`src/rtl/sram_axi_bridge.sv`:
```
module sram_axi_bridge #(
  parameter int ADDR_W = 32,
  parameter int DATA_W = 32
) (
  input  logic              clk,
  input  logic              rst_n,
  input  logic              cpu_req,
  input  logic              cpu_wr,
  input  logic [1:0]        cpu_size,
  input  logic [ADDR_W-1:0] cpu_addr,
  input  logic [DATA_W-1:0] cpu_wdata,
  output logic              cpu_addr_ok,
  output logic              cpu_data_ok,
  output logic [DATA_W-1:0] cpu_rdata,
  output logic              m_arvalid,
  input  logic              m_arready,
  output logic [ADDR_W-1:0] m_araddr,
  output logic [7:0]        m_arlen,
  output logic [2:0]        m_arsize,
  input  logic              m_rvalid,
  output logic              m_rready,
  input  logic [DATA_W-1:0] m_rdata,
  input  logic              m_rlast,
  output logic              m_awvalid,
  input  logic              m_awready,
  output logic [ADDR_W-1:0] m_awaddr,
  output logic [7:0]        m_awlen,
  output logic [2:0]        m_awsize,
  output logic              m_wvalid,
  input  logic              m_wready,
  output logic [DATA_W-1:0] m_wdata,
  output logic [DATA_W/8-1:0] m_wstrb,
  output logic              m_wlast,
  input  logic              m_bvalid,
  output logic              m_bready
);
  localparam int STRB_W = DATA_W / 8;
  localparam int LANE_W = $clog2(STRB_W);

  logic              rd_busy, ar_pend;
  logic [ADDR_W-1:0] ar_addr;
  logic [1:0]        ar_size;
  logic              wr_busy, aw_pend, w_pend;
  logic [ADDR_W-1:0] aw_addr;
  logic [1:0]        aw_size;
  logic [DATA_W-1:0] w_data;
  logic [STRB_W-1:0] w_strb;
  logic [STRB_W-1:0] req_strb;
  logic [3:0]        nbytes;

  assign nbytes = 4'd1 << cpu_size;

  always_comb begin
    req_strb = '0;
    for (int i = 0; i < STRB_W; i++)
      if (i >= int'(cpu_addr[LANE_W-1:0]) &&
          i <  int'(cpu_addr[LANE_W-1:0]) + int'(nbytes))
        req_strb[i] = 1'b1;
  end

  logic rd_take, wr_take, same_word, r_done, b_done;

  assign rd_take   = cpu_req & ~cpu_wr & ~rd_busy;
  assign wr_take   = cpu_req &  cpu_wr & ~rd_busy & ~wr_busy;
  assign same_word = ar_addr[ADDR_W-1:LANE_W] == aw_addr[ADDR_W-1:LANE_W];
  assign r_done    = m_rvalid & m_rready & m_rlast;
  assign b_done    = m_bvalid & wr_busy & ~aw_pend & ~w_pend;

  assign cpu_addr_ok = rd_take | wr_take;
  assign cpu_data_ok = r_done | b_done;
  assign cpu_rdata   = m_rdata;

  assign m_arvalid = ar_pend & ~(wr_busy & same_word);
  assign m_araddr  = ar_addr;
  assign m_arlen   = 8'd0;
  assign m_arsize  = {1'b0, ar_size};
  assign m_rready  = rd_busy & ~ar_pend & ~wr_busy;

  assign m_awvalid = aw_pend;
  assign m_awaddr  = aw_addr;
  assign m_awlen   = 8'd0;
  assign m_awsize  = {1'b0, aw_size};
  assign m_wvalid  = w_pend;
  assign m_wdata   = w_data;
  assign m_wstrb   = w_strb;
  assign m_wlast   = 1'b1;
  assign m_bready  = 1'b1;

  always_ff @(posedge clk) begin
    if (!rst_n) begin
      rd_busy <= 1'b0;
      ar_pend <= 1'b0;
      ar_addr <= '0;
      ar_size <= '0;
    end else if (rd_take) begin
      rd_busy <= 1'b1;
      ar_pend <= 1'b1;
      ar_addr <= cpu_addr;
      ar_size <= cpu_size;
    end else begin
      if (m_arvalid && m_arready) ar_pend <= 1'b0;
      if (r_done)                 rd_busy <= 1'b0;
    end
  end

  always_ff @(posedge clk) begin
    if (!rst_n) begin
      wr_busy <= 1'b0;
      aw_pend <= 1'b0;
      w_pend  <= 1'b0;
      aw_addr <= '0;
      aw_size <= '0;
      w_data  <= '0;
      w_strb  <= '0;
    end else if (wr_take) begin
      wr_busy <= 1'b1;
      aw_pend <= 1'b1;
      w_pend  <= 1'b1;
      aw_addr <= cpu_addr;
      aw_size <= cpu_size;
      w_data  <= cpu_wdata;
      w_strb  <= req_strb;
    end else begin
      if (m_awready) aw_pend <= 1'b0;
      if (m_wready)  w_pend  <= 1'b0;
      if (b_done)    wr_busy <= 1'b0;
    end
  end
endmodule

```
`config.mk`:
```
export PLATFORM = sky130hd
export DESIGN_NAME = sram_axi_bridge
export DESIGN_NICKNAME = d
export VERILOG_FILES = /design/src/rtl/sram_axi_bridge.sv
export SDC_FILE = /design/constraint.sdc
export NUM_CORES = 1
export LEC_CHECK = 0
export BUFFER_PORTS_ARGS = -buffer_cell sky130_fd_sc_hd__clkbuf_2
export CELL_PAD_IN_SITES_DETAIL_PLACEMENT = 2
export CELL_PAD_IN_SITES_GLOBAL_PLACEMENT = 2
export CORE_ASPECT_RATIO = 1.5
export CORE_MARGIN = 3
export CORE_UTILIZATION = 25
export DETAILED_ROUTE_END_ITERATION = 12
export PLACE_DENSITY = 0.81
export SYNTH_ARGS = -nofsm -noshare
export SYNTH_HDL_FRONTEND = slang
export SYNTH_SLANG_ARGS = --single-unit
export TNS_END_PERCENT = 1
```
`constraint.sdc`:
```
create_clock -name clk -period 1.8 [get_ports clk]
set_input_delay 0.09 -clock clk [delete_from_list [all_inputs] [get_ports clk]]
set_output_delay 0.09 -clock clk [all_outputs]
set_load 0.005 [all_outputs]
```
Word-level counts from Yosys, hierarchy flattened

Index checks and enable logic that the tools add are counted.

Register bits after elaboration: 109
Bits of input ports: 108
Output and inout bits: 162
Word-level logic and storage cells: 67

$add $sub $neg: 1
Order comparisons: 7
Eq/ne operators: 1
Shift operators: 1
Muxes and demuxes: 14
Bitwise logic cells: 23
Reduce and logical (&&, ||, !) cells: 9

Operators with widths:

| cell                                                             | count |
|---|---|
| less-than comparator 1 x 32 -> 1 bit, first input constant       | 1 |
| less-than comparator 2 x 32 -> 1 bit, first input constant       | 1 |
| less-than comparator 3 x 32 -> 1 bit, first input constant       | 1 |
| == test 30 bit                                                   | 1 |
| bitwise AND 1 bit                                                | 14 |
| 2-to-1 mux 1 bit                                                 | 14 |
| nonzero test 2 bit                                               | 5 |
| inverter 1 bit                                                   | 7 |
| adder 2 x 4 -> 5 bit                                             | 1 |
| less-than comparator 2 x 5 -> 1 bit, first input constant        | 1 |
| greater-or-equal comparator 1 x 2 -> 1 bit, first input constant | 2 |
| logical AND 1 bit                                                | 4 |
| << shifter 1 x 2 -> 4 bit, first input constant                  | 1 |
| greater-or-equal comparator 2 bit, first input constant          | 1 |
| bitwise OR 1 bit                                                 | 2 |

Longest topological paths before layout

Word-level depth: 7
Mapped depth: 9
Mapped depth without buffers: 9

Worst setup path before layout

Ideal clock, no wire load.

Kind: input to register
From: input cpu_size[1]
To: register w_strb[2], in the netlist m_wstrb[2]
Setup time: 0.115 ns
Arrival time: 1.501 ns
Data required time: 1.685 ns
Setup slack: 0.183 ns
Stages: 9
Buffers on the path: 0
Path through: nor2_1 ha_1 inv_1 fa_1 a2111oi_0 mux2_2 a221oi_1 a21oi_1 nor2b_1

Word-level cells in the longest chain between the ends: 5

RTL lines:

| what                                 | RTL line | RTL |
|---|---|---|
| start: declaration                   | 9        | `input logic [1:0] cpu_size,` |
| << shifter 1 x 2 -> 4 bit            | 51       | `assign nbytes = 4'd1 << cpu_size;` |
| adder 2 x 4 -> 5 bit                 | 57       | `i < int'(cpu_addr[LANE_W-1:0]) + int'(nbytes))` |
| less-than comparator 3 x 32 -> 1 bit | 57       |  |
| logical AND 1 bit                    | 56       | `if (i >= int'(cpu_addr[LANE_W-1:0]) &&` |
| 2-to-1 mux 1 bit                     | 56       |  |
| end signal: assignment               | 122      | `w_strb <= req_strb;` |
| end: declaration                     | 47       | `logic [STRB_W-1:0] w_strb;` |

No other way between the ends.
A chain may end at the register's enable or synchronous reset.

Worst setup path after layout

From: register aw_addr[14], in the netlist m_awaddr[14]
To: output m_arvalid

Word-level cells in the longest chain between the ends: 4

RTL lines:

| what                     | RTL line | RTL |
|---|---|---|
| start: declaration       | 44       | `logic [ADDR_W-1:0] aw_addr;` |
| start signal: assignment | 119      | `aw_addr <= cpu_addr;` |
| == test 30 bit           | 65       | `assign same_word = ar_addr[ADDR_W-1:LANE_W] == aw_addr[ADDR_W-1:LANE_W];` |
| bitwise AND 1 bit        | 73       | `assign m_arvalid = ar_pend & ~(wr_busy & same_word);` |
| inverter 1 bit           | 73       |  |
| bitwise AND 1 bit        | 73       |  |
| end: declaration         | 15       | `output logic m_arvalid,` |

No other way between the ends.

==> qor.txt <==
status -> complete, but fails checks
failing checks -> setup timing
clk root buf -> clkbuf_16
internal power -> 4000 uW
YS warnings -> 0
first-pass GRT wire length -> 29,200 um
final setup fails -> 1
vias in the first global route -> 5,320
Synth Instances -> 583
crit path kind -> flop to output port
final WL -> 19,400 um
crit path max fanout -> 2
fmax -> 0.506 GHz
Synth Flop Type -> dfxtp_1
area delta synth->final -> 36.0%
Area contributors post-synth -> dfxtp_1, nand2_1, a21boi_2, buf_4, a21boi_0
# clock sinks -> 109
commonest cells after routing, fill and taps aside -> nand2_1, clkbuf_2, dfxtp_1
final worst slack -> -0.174 ns
combinational share of power -> 17.5%
Seq/Total Area, Yosys -> 41.7%
DP HPWL -> 12,800 um
core area -> 0.0205 mm^2
Initial Util -> 25.5%
num rows -> 64
final period utilization -> 110%
dpl cells -> 979
Longest Clk Path Bufs -> 2
CTS tree -> built
GRT Total Usage -> 16.9%
chip width -> 124 um
fillers -> 2,327
Antenna Nets Post-Route -> 0
FF+latch area -> 0.00219 mm^2
clock latency on the worst-skew pair -> 0.36 ns
number of failing hold endpoints at the final stage -> 0
# DRC -> 0
Max Slew Vio Count -> 0
die area -> 0.0227 mm^2
Worst setup SP type -> flop
Synth top area share -> 41.7%
gp weighted congestion -> 0.720
RSZ-0062 raised after global routing -> yes
CTS Buf Count -> 9
worst reg2reg setup slack -> 0.12 ns
peak supply drop -> 0.367 mV
largest net degree at the start of global routing -> 110
number of I/O port buffers -> 185
Final Cell Area -> 0.00711 mm^2
fraction of layout cells with a size suffix above 1 -> 37.1%
Max-Cap Viols -> 0
Pwr Total -> 5580 uW
net switching power -> 1580 uW
Tightest Hold Check Type -> input port to flop
ant diodes -> 0
routed vias -> 4,679
final non-filler cell total -> 1,062
Avg WL per Cell -> 18.3 um
final clock skew -> 0.0112 ns
Multi-input gate area -> 0.00251 mm^2
largest area contributor in the netlist -> dfxtp_1
initial antenna violation count -> 1
commonest non-fill, non-tap cell in the layout -> nand2_1
DR iter-0 viols -> 82
number of enable flip-flop cells after synthesis -> 0
critical path capture point type -> output port
synth unique cells -> 37
Die Ht -> 183 um
Clk pwr share -> 35.3%
synthesized flop and latch total -> 109
crit path DAT -> 1.88 ns
Worst-path clk slew -> 0.08 ns
Leak -> 0.00301 uW
Synth Area per Inst -> 8.97 um^2
placed cell area -> 0.00606 mm^2
WHS -> 0.0499 ns
Switching Share -> 28.3%
GR Overflow Total -> 0
Period minus WS final -> 1.97 ns
Via density -> 4.41
First-pass DRT Iterations -> 4
CTS H-tree depth -> 3
Mapped Area -> 0.00523 mm^2
fin nets -> 905
Flop pwr share -> 47.2%
CP required -> 1.71 ns
IO Count -> 270
PwrDens -> 784 mW/mm^2
fraction of registers with async set/reset -> 0%
==> critical path, stage by stage, from the launching register on <==
cell,delay (ns)
dfxtp_2,0.34
xnor2_2,0.20
nand4_1,0.24
nor4_2,0.25
nand4_1,0.19
and2_1,0.19
clkbuf_2,0.12
==> timing repair <==
item / 4_1_cts / 5_1_grt
setup buffers: 2 / 1
setup endpoints to repair: 2 / 4
pin swaps: 5 / 6
hold endpoints to repair: 95 / 0
resized for setup: 9 / 11
hold buffers: 65 / 0
==> through the flow <==
step           utilization [%]  setup WS (ns)  setup TNS [ns]
2_1_floorplan                -          0.183               0
3_3_place_gp              29.6         -0.106          -0.353
3_5_place_dp              29.6         -0.134          -0.438
4_1_cts                   34.3         -0.369          -0.375
5_1_grt                   34.7         -0.313          -0.389
6_report                  34.7         -0.174          -0.174
==> sequential cells by signal, indices dropped and copies added (netlist names), 2 cells and up <==
| signal | flops |
|---|---|
| m_araddr | 32 |
| m_awaddr | 32 |
| m_wdata | 32 |
| m_wstrb | 4 |
| ar_size | 2 |
| aw_size | 2 |
==> synthesized netlist by cell type, types with 2 or more instances <==
cell      number
dfxtp_1      109
nand4_1        6
a21boi_1      19
nand2b_1       4
nor4_1         4
and2_1         2
a21boi_0      26
buf_4         57
xor2_1        11
xnor2_1       19
ha_1           2
nor2_1         2
o21ai_0        2
buf_2          9
clkbuf_1      12
nand2_1      204
a21oi_1        5
inv_1          4
nor2b_1        4
nand3_1        2
a21boi_2      57
conb_1         2
buf_12         7
==> cell type report <==
cell class / count / share of cell area [%]
clock inverter: 5 / 0.616
timing repair buffer: 268 / 25.1
clock buffer: 10 / 3.36
tap: 264 / 4.65
multi-input combinational: 402 / 35.3
inverter: 4 / 0.211
sequential: 109 / 30.8
==> power groups by stage <==
stage	Clock (uW)	Combinational [uW]	Sequential, uW
after floorplan	0	545	2680
after global placement	0	829	2680
after detailed placement	0	847	2680
after CTS	2070	976	2630
after global routing	2140	1090	2650
final	1970	976	2630
==> metal layers <==
| metal | vias to the layer above | wire, um | global-route usage (%) |
|---|---|---|---|
| met3 | 52 | 1040 | 2.96 |
| li1 | 2235 | - | - |
| met2 | 143 | 10900 | 33.5 |
| met1 | 2247 | 6790 | 16.0 |
| met4 | 2 | 710 | 8.38 |
| met5 | - | 7 | 0 |
==> final timing paths <==
kind                start          end  cells after the start
max reg2reg  m_awaddr[14]      ar_pend                      7
min              m_bvalid      wr_busy                      4
min reg2reg   m_araddr[0]  m_araddr[0]                      2
max          m_awaddr[14]    m_arvalid                      6
==> kinds of logic (layout without fill, tap and decap cells) <==
logic type | Yosys count | count (layout) | share of synthesized area, %
other | 2 | 20 | 0.144
adders and majority gates | 3 | 3 | 0.862
xor gates and xnor gates | 30 | 30 | 5.03
muxes | 1 | 1 | 0.215
AOI/OAI and AO/OA | 113 | 113 | 20.0
and+or+nand+nor | 235 | 235 | 18.9
buffers and inverters | 90 | 287 | 13.1
DFF | 109 | 109 | 41.7
Note: power is estimated with default switching activity, not from simulation.
